===== config.mk =====
export PLATFORM = sky130hd
export DESIGN_NAME = eth_csr_block
export DESIGN_NICKNAME = d
export VERILOG_FILES = /design/src/rtl/eth_csr_block.sv
export SDC_FILE = /design/constraint.sdc
export NUM_CORES = 1
export LEC_CHECK = 0
export BUFFER_PORTS_ARGS = -buffer_cell sky130_fd_sc_hd__clkbuf_2
export CORE_MARGIN = 5
export CORE_UTILIZATION = 55
export CTS_BUF_LIST = sky130_fd_sc_hd__clkbuf_8
export DETAILED_ROUTE_END_ITERATION = 10
export PLACE_DENSITY = 0.73
export SLEW_MARGIN = 20
export SYNTH_ARGS = -nofsm -noshare
export SYNTH_HDL_FRONTEND = slang
export SYNTH_SLANG_ARGS = --single-unit
export TNS_END_PERCENT = 10

===== constraint.sdc =====
create_clock -name clk -period 3.43 [get_ports clk]
set_clock_uncertainty 0.1 [all_clocks]
set_input_delay 0.343 -clock clk [delete_from_list [all_inputs] [get_ports clk]]
set_output_delay 0.343 -clock clk [all_outputs]
set_load 0.05 [all_outputs]

===== src/rtl/eth_csr_block.sv =====
module eth_csr_block #(
  parameter int IDX_W     = 5,
  parameter int IDX_SHIFT = 2,
  parameter int HALT_BIT  = 7,
  parameter int EXH_BIT   = 5,
  parameter logic [15:0] CAP0_VAL = 16'h5A01,
  parameter logic [15:0] CAP1_VAL = 16'h0003
) (
  input  logic                       clk,
  input  logic                       rst_n,
  input  logic                       big_endian,
  input  logic [IDX_W+IDX_SHIFT-1:0] addr,
  input  logic                       wr_en,
  input  logic [31:0]                wdata,
  input  logic                       rd_en,
  output logic                       rd_valid,
  output logic [31:0]                rd_data,
  input  logic [15:0]                stat_set,
  output logic                       irq,
  output logic                       desc_fetch_req
);
  localparam int ADDR_W = IDX_W + IDX_SHIFT;
  localparam int NREG   = 18;
  localparam logic [15:0] CMD_RST = 16'h0001 << HALT_BIT;

  localparam logic [IDX_W-1:0] I_CMD  = 0,  I_CFG  = 1,  I_CFG2 = 2,  I_TXC  = 3;
  localparam logic [IDX_W-1:0] I_RXC  = 4,  I_IMSK = 5,  I_ISTA = 6,  I_RSTA = 7;
  localparam logic [IDX_W-1:0] I_REND = 8,  I_RPTR = 9,  I_WPTR = 10, I_TCRC = 11;
  localparam logic [IDX_W-1:0] I_TALN = 12, I_TMIS = 13, I_CAP0 = 14, I_CAP1 = 15;
  localparam logic [IDX_W-1:0] I_GP0  = 16, I_GP1  = 17;

  logic [15:0] rf [NREG];
  logic [IDX_W-1:0] idx;
  logic [15:0] wval, rval, clr, ista_nxt;
  logic halted;

  assign idx      = addr[ADDR_W-1:IDX_SHIFT];
  assign wval     = big_endian ? wdata[31:16] : wdata[15:0];
  assign halted   = rf[I_CMD][HALT_BIT];
  assign clr      = (wr_en && idx == I_ISTA) ? (wval & rf[I_ISTA]) : 16'h0000;
  assign ista_nxt = (rf[I_ISTA] & ~clr) | stat_set;
  assign irq      = |(rf[I_ISTA] & rf[I_IMSK]);

  always_ff @(posedge clk) begin
    if (!rst_n) begin
      for (int i = 0; i < NREG; i++) rf[i] <= 16'h0000;
      rf[I_CMD]      <= CMD_RST;
      desc_fetch_req <= 1'b0;
    end else begin
      rf[I_ISTA]     <= ista_nxt;
      desc_fetch_req <= clr[EXH_BIT];
      if (wr_en) begin
        case (idx)
          I_CMD:  rf[I_CMD]  <= wval;
          I_CFG:  if (halted) rf[I_CFG]  <= wval & 16'hBFFF;
          I_CFG2: if (halted) rf[I_CFG2] <= wval & 16'hF017;
          I_TXC:  rf[I_TXC]  <= wval & 16'hF000;
          I_RXC:  rf[I_RXC]  <= wval & 16'hFFE0;
          I_IMSK: rf[I_IMSK] <= wval & 16'h7FFF;
          I_RSTA: rf[I_RSTA] <= wval & 16'hFFFE;
          I_REND: rf[I_REND] <= wval & 16'hFFFE;
          I_RPTR: rf[I_RPTR] <= wval & 16'hFFFE;
          I_WPTR: rf[I_WPTR] <= wval & 16'hFFFE;
          I_TCRC: rf[I_TCRC] <= ~wval;
          I_TALN: rf[I_TALN] <= ~wval;
          I_TMIS: rf[I_TMIS] <= ~wval;
          I_GP0:  rf[I_GP0]  <= wval;
          I_GP1:  rf[I_GP1]  <= wval;
          default: ;
        endcase
      end
    end
  end

  always_comb begin
    case (idx)
      I_CAP0: rval = CAP0_VAL;
      I_CAP1: rval = CAP1_VAL;
      default: rval = (idx < IDX_W'(NREG)) ? rf[idx] : 16'h0000;
    endcase
  end

  always_ff @(posedge clk) begin
    if (!rst_n) begin
      rd_valid <= 1'b0;
      rd_data  <= 32'h0;
    end else begin
      rd_valid <= rd_en;
      if (rd_en) rd_data <= big_endian ? {rval, 16'h0000} : {16'h0000, rval};
    end
  end

  AST_CFG_LOCKED: assert property (@(posedge clk) disable iff (!rst_n)
    (wr_en && idx == I_CFG && !halted) |=> $stable(rf[I_CFG]));
  AST_STAT_SOURCE: assert property (@(posedge clk) disable iff (!rst_n)
    ((rf[I_ISTA] & ~$past(rf[I_ISTA]) & ~$past(stat_set)) == 16'h0000));
  AST_SET_WINS: assert property (@(posedge clk) disable iff (!rst_n)
    (stat_set != 16'h0000) |=> ((rf[I_ISTA] & $past(stat_set)) == $past(stat_set)));
  AST_IRQ_MASKED: assert property (@(posedge clk) disable iff (!rst_n)
    (rf[I_IMSK] == 16'h0000) |-> !irq);
  AST_FETCH_CAUSE: assert property (@(posedge clk) disable iff (!rst_n)
    desc_fetch_req |-> ($past(wr_en) && $past(rf[I_ISTA][EXH_BIT])));
  AST_RD_FOLLOWS: assert property (@(posedge clk) disable iff (!rst_n)
    rd_en |=> rd_valid);
endmodule


## Word-level counts from Yosys, hierarchy flattened

Memories as Yosys holds them, arrays and structs flattened.
Cells that the tools add are included.

- Output and inout bits: 35
- Memory bits (writable): 288
- Memories: 1
- Logic and storage cells: 133
- Register bits: 34

- Equal/unequal tests: 17
- Multiplexer cells: 85
- Bitwise gates (word level): 23
- Magnitude comparators: 1
- Reduce and logical (&&, ||, !) cells: 3

Memories:

| memory | words | width | read ports | clocked after memory_dff | wr ports | line | source |
|---|---|---|---|---|---|---|---|
| rf | 18 | 16 | 4 | 0 | 18 | 32 | `logic [15:0] rf [NREG];` |

Operators with widths:

| kind | count |
|---|---|
| $mux W16 | 20 |
| $mux W1 | 63 |
| $and A16 B16 Y16 | 3 |
| $eq A5 B4 Y1 const B | 8 |
| $mux W32 | 1 |
| $not A16 Y16 | 2 |
| $pmux W16 S2 | 1 |
| $eq A5 B3 Y1 const B | 4 |
| $or A1 B1 Y1 | 17 |
| $or A16 B16 Y16 | 1 |
| $reduce_or A16 Y1 | 1 |
| $eq A5 B2 Y1 const B | 2 |
| $eq A5 B5 Y1 const B | 2 |
| $eq A5 B1 Y1 const B | 1 |
| $logic_not A5 Y1 | 1 |
| $lt A5 B5 Y1 const B | 1 |
| $logic_and A1 B1 Y1 | 1 |

## Depth between registers and ports, before layout

- Word-level depth: 7
- Gate-level depth with buffers: 9
- Gate-level depth less buffers: 5

## Worst setup path before layout

Ideal clock, no wire load.

- Kind: input port to flip-flop
- From: in addr[6]
- To: mem rf[16][0] (enable)
- Slack: 371 ps
- Path buffers: 3
- Library setup time: 414 ps
- Required time: 2916 ps
- Stages: 5
- Data arrival time: 2545 ps
- Cell sequence: clkbuf_1 -> clkbuf_1 -> clkbuf_1 -> nand3_1 -> o31ai_1

RTL lines:

| element | line | source |
|---|---|---|
| start: declaration | 12 | `input logic [IDX_W+IDX_SHIFT-1:0] addr,` |
| end: declaration | 32 |  |

==> out/qor.yml <==
sta:
  max_freq_mhz: 405
  finalCritPeriodShare_pct: 72.0
  rsz0062_at_grt: "no"
  tns_ns: 0
  slew_viol_final: 0
  worstMarginPinSlew_ns: 0.954
  fin_ws_ns: 0.959
  setup_viol: 0
  min_period_ns: 2.47
  max_slew_margin_pct: 34.6
  hold_violations: 0
clock_network:
  post_cts_buffers: 0
  numClockSinks: 259
  ctsHoldBuffers: 16
  path_clk_slew_ns: 0.06
  cts.path.max_buffers: 3
  worstSkewPairLatency_ns: 0.56
  cts_tree: "yes"
  cts_root_buf: "clkbuf_8"
  cts_buffers: 43
  cts_resized: 0
  htree_levels: 2
placement:
  port_buffers: 92
  routabilityCongestion: 0.908
  dp_hpwl_um: 20800
  dp.cells: 1323
  pre_cts_ws_ns: 0.640
drt:
  drtIter0Drc: 971
  vias_per_cell: 6.01
  drc: 0
  ant_nets: 0
  via_count: 8532
  drt_wl_total_um: 30400
  dr.pass1.iters: 5
  wl_per_cell_um: 21.4
setup_path:
  cpPeakStageDelay_ns: 0.45
  cp_data_arrival_time_ns: 2.03
  cp_max_fo: 2
  end_kind: "output pin"
  cpMaxStageDelayCell: "a222oi_1"
  crit_chain: "a222oi_1, and3_1, nand4_1, clkbuf_2"
  crit_path_start_kind: "flop"
  cp.required_ns: 2.99
  path_class: "flop to output pin"
floorplan:
  rows: 53
  placeableCoreArea_um2: 21000
  chipWidth_um: 156
  num_io_pins: 95
  die_area_um2: 24200
  die_height_um: 156
  start_util_pct: 55.7
power_and_ir_drop:
  intPower_mw: 5.32
  power_density_nw_per_um2: 522
  seqPwrFrac_pct: 50.8
  switching_power_mw: 1.79
  p_leak_nw: 5.35
  peakVddDrop_v: 0.000310
  combPwrFrac_pct: 10.3
  switching_share_pct: 25.2
  p_clk_share_pct: 38.8
grt:
  grt_max_degree: 40
  grt_pass1_wl_um: 47200
  grt_remaining_overflow: 0
  grt_pass1_vias: 8251
  grt_use_total_pct: 25.2
  antenna_found_initial: 0
worst_hold_path:
  hp-class: "primary input to flop"
layout:
  fin_cells: 1419
  layout_common_cells: "nor2_1, edfxtp_1, mux2i_1"
  syn_to_final_growth_pct: 16.6
  num_antenna_cells: 0
  fin_util_pct: 65.0
  final_common_cell: "nor2_1"
  drive_gt1_share_pct: 21.2
  final_net_count: 1169
synth:
  synth-seq-cells: 259
  synth_edf_count: 209
  yosysWarnings: 0
  synth_cells: 978
  synth_area_per_cell_um2: 11.9
  synth_nets: 1038
  ys_seq_area_share_pct: 62.3
  synth_top_flop_cell: "edfxtp_1"
  ys_async_sr_fraction_pct: 0
  ys_types: 53
  netlist_area_um2: 11700
flow_run:
  drv_cap: 0
run_status:
  status: "finished, final reports clean"
## synth_stat cells (3+ instances only)
master | n | area [µm²]
nor2_1 | 236 | 886
edfxtp_1 | 209 | 6280
mux2i_1 | 101 | 1010
dfxtp_1 | 50 | 1000
clkbuf_1 | 48 | 180
o21a_1 | 34 | 255
nand2_1 | 30 | 113
o21ai_0 | 27 | 135
mux2_2 | 22 | 248
o22ai_1 | 21 | 131
buf_2 | 19 | 95.1
nand3_1 | 19 | 95.1
a22o_1 | 17 | 149
nor3_1 | 12 | 60.1
nor2b_1 | 11 | 68.8
a21oi_1 | 10 | 50.1
o21ai_1 | 8 | 40.0
a221oi_1 | 7 | 61.3
and2_1 | 7 | 43.8
a211oi_1 | 6 | 45.0
a22oi_1 | 6 | 45.0
nor4_1 | 6 | 37.5
mux4_2 | 5 | 113
nand2b_1 | 5 | 31.3
a221o_1 | 4 | 40.0
a32o_1 | 4 | 40.0
nand4_1 | 4 | 25.0
o21bai_1 | 4 | 30.0
and3_1 | 3 | 18.8
buf_4 | 3 | 22.5
buf_6 | 3 | 33.8
inv_1 | 3 | 11.3
nand3b_1 | 3 | 22.5
o22a_1 | 3 | 26.3
o31ai_1 | 3 | 22.5
## final cells by class
cell class / count / area (µm²)
clock buffer: 47 / 647
clock inverter: 33 / 230
fill: 1655 / 7340
inverter: 3 / 11.3
multi-input combinational: 641 / 4050
sequential: 259 / 7280
tap: 275 / 344
timing repair buffer: 161 / 1050
## layer usage
metal  vias up  routed length, µm  track usage, %
met4         0                545            6.21
met5         -                  0               0
met1      4088              12400            35.5
met3        50               3350            6.10
met2       505              14100            39.9
li1       3889                  -               -
## per-stage QoR
stage / cell area (µm²) / power (mW) / hold WS (ns)
CTS: 13600 / 7.13 / 0.0545
floorplan: 11700 / 4.12 / 0.340
detailed placement: 12600 / 4.39 / 0.341
finish: 13600 / 7.11 / 0.0635
global placement: 12600 / 4.37 / 0.336
global route: 13600 / 7.34 / 0.0920
## registers in the layout, summed over array words and instances (netlist names)
| register | count |
|---|---|
| desc_fetch_req | 1 |
| rf | 225 |
| rd_valid | 1 |
| rd_data | 32 |
## worst max-delay path: cells and delay by family (launching register included)
family                 cells  cell delay (ns)
AOI/OAI and AO/OA          1             0.45
buffers and inverters      1             0.27
DFF                        1             0.39
and+or+nand+nor            2             0.36
## final timing paths
kind	startpoint	to	slack (ns)	cells past startpoint
setup / recovery	rf[5][10]	irq	0.96	4
hold reg to reg	rd_data[12]	rd_data[12]	0.35	2
hold / removal	rd_en	rd_data[16]	0.06	3
setup reg to reg	rf[5][12]	rd_data[28]	1.18	5
## power groups by stage
stage               clock [mW]  sequential (mW)  combinational [mW]
floorplan                    0             3.71               0.409
global placement             0             3.67               0.701
detailed placement           0             3.68               0.710
CTS                       2.79             3.61               0.728
global route              2.93             3.63               0.783
finish                    2.76             3.61               0.735
## kinds of logic (layout without fill, tap and decap cells)
family | Yosys count | count (layout) | synth area share, %
compound gates | 163 | 163 | 9.80
buf+inv | 78 | 244 | 3.00
flops | 259 | 259 | 62.3
mux | 129 | 129 | 12.0
simple gates | 349 | 349 | 12.9
Power figures use the tool's default switching activity.
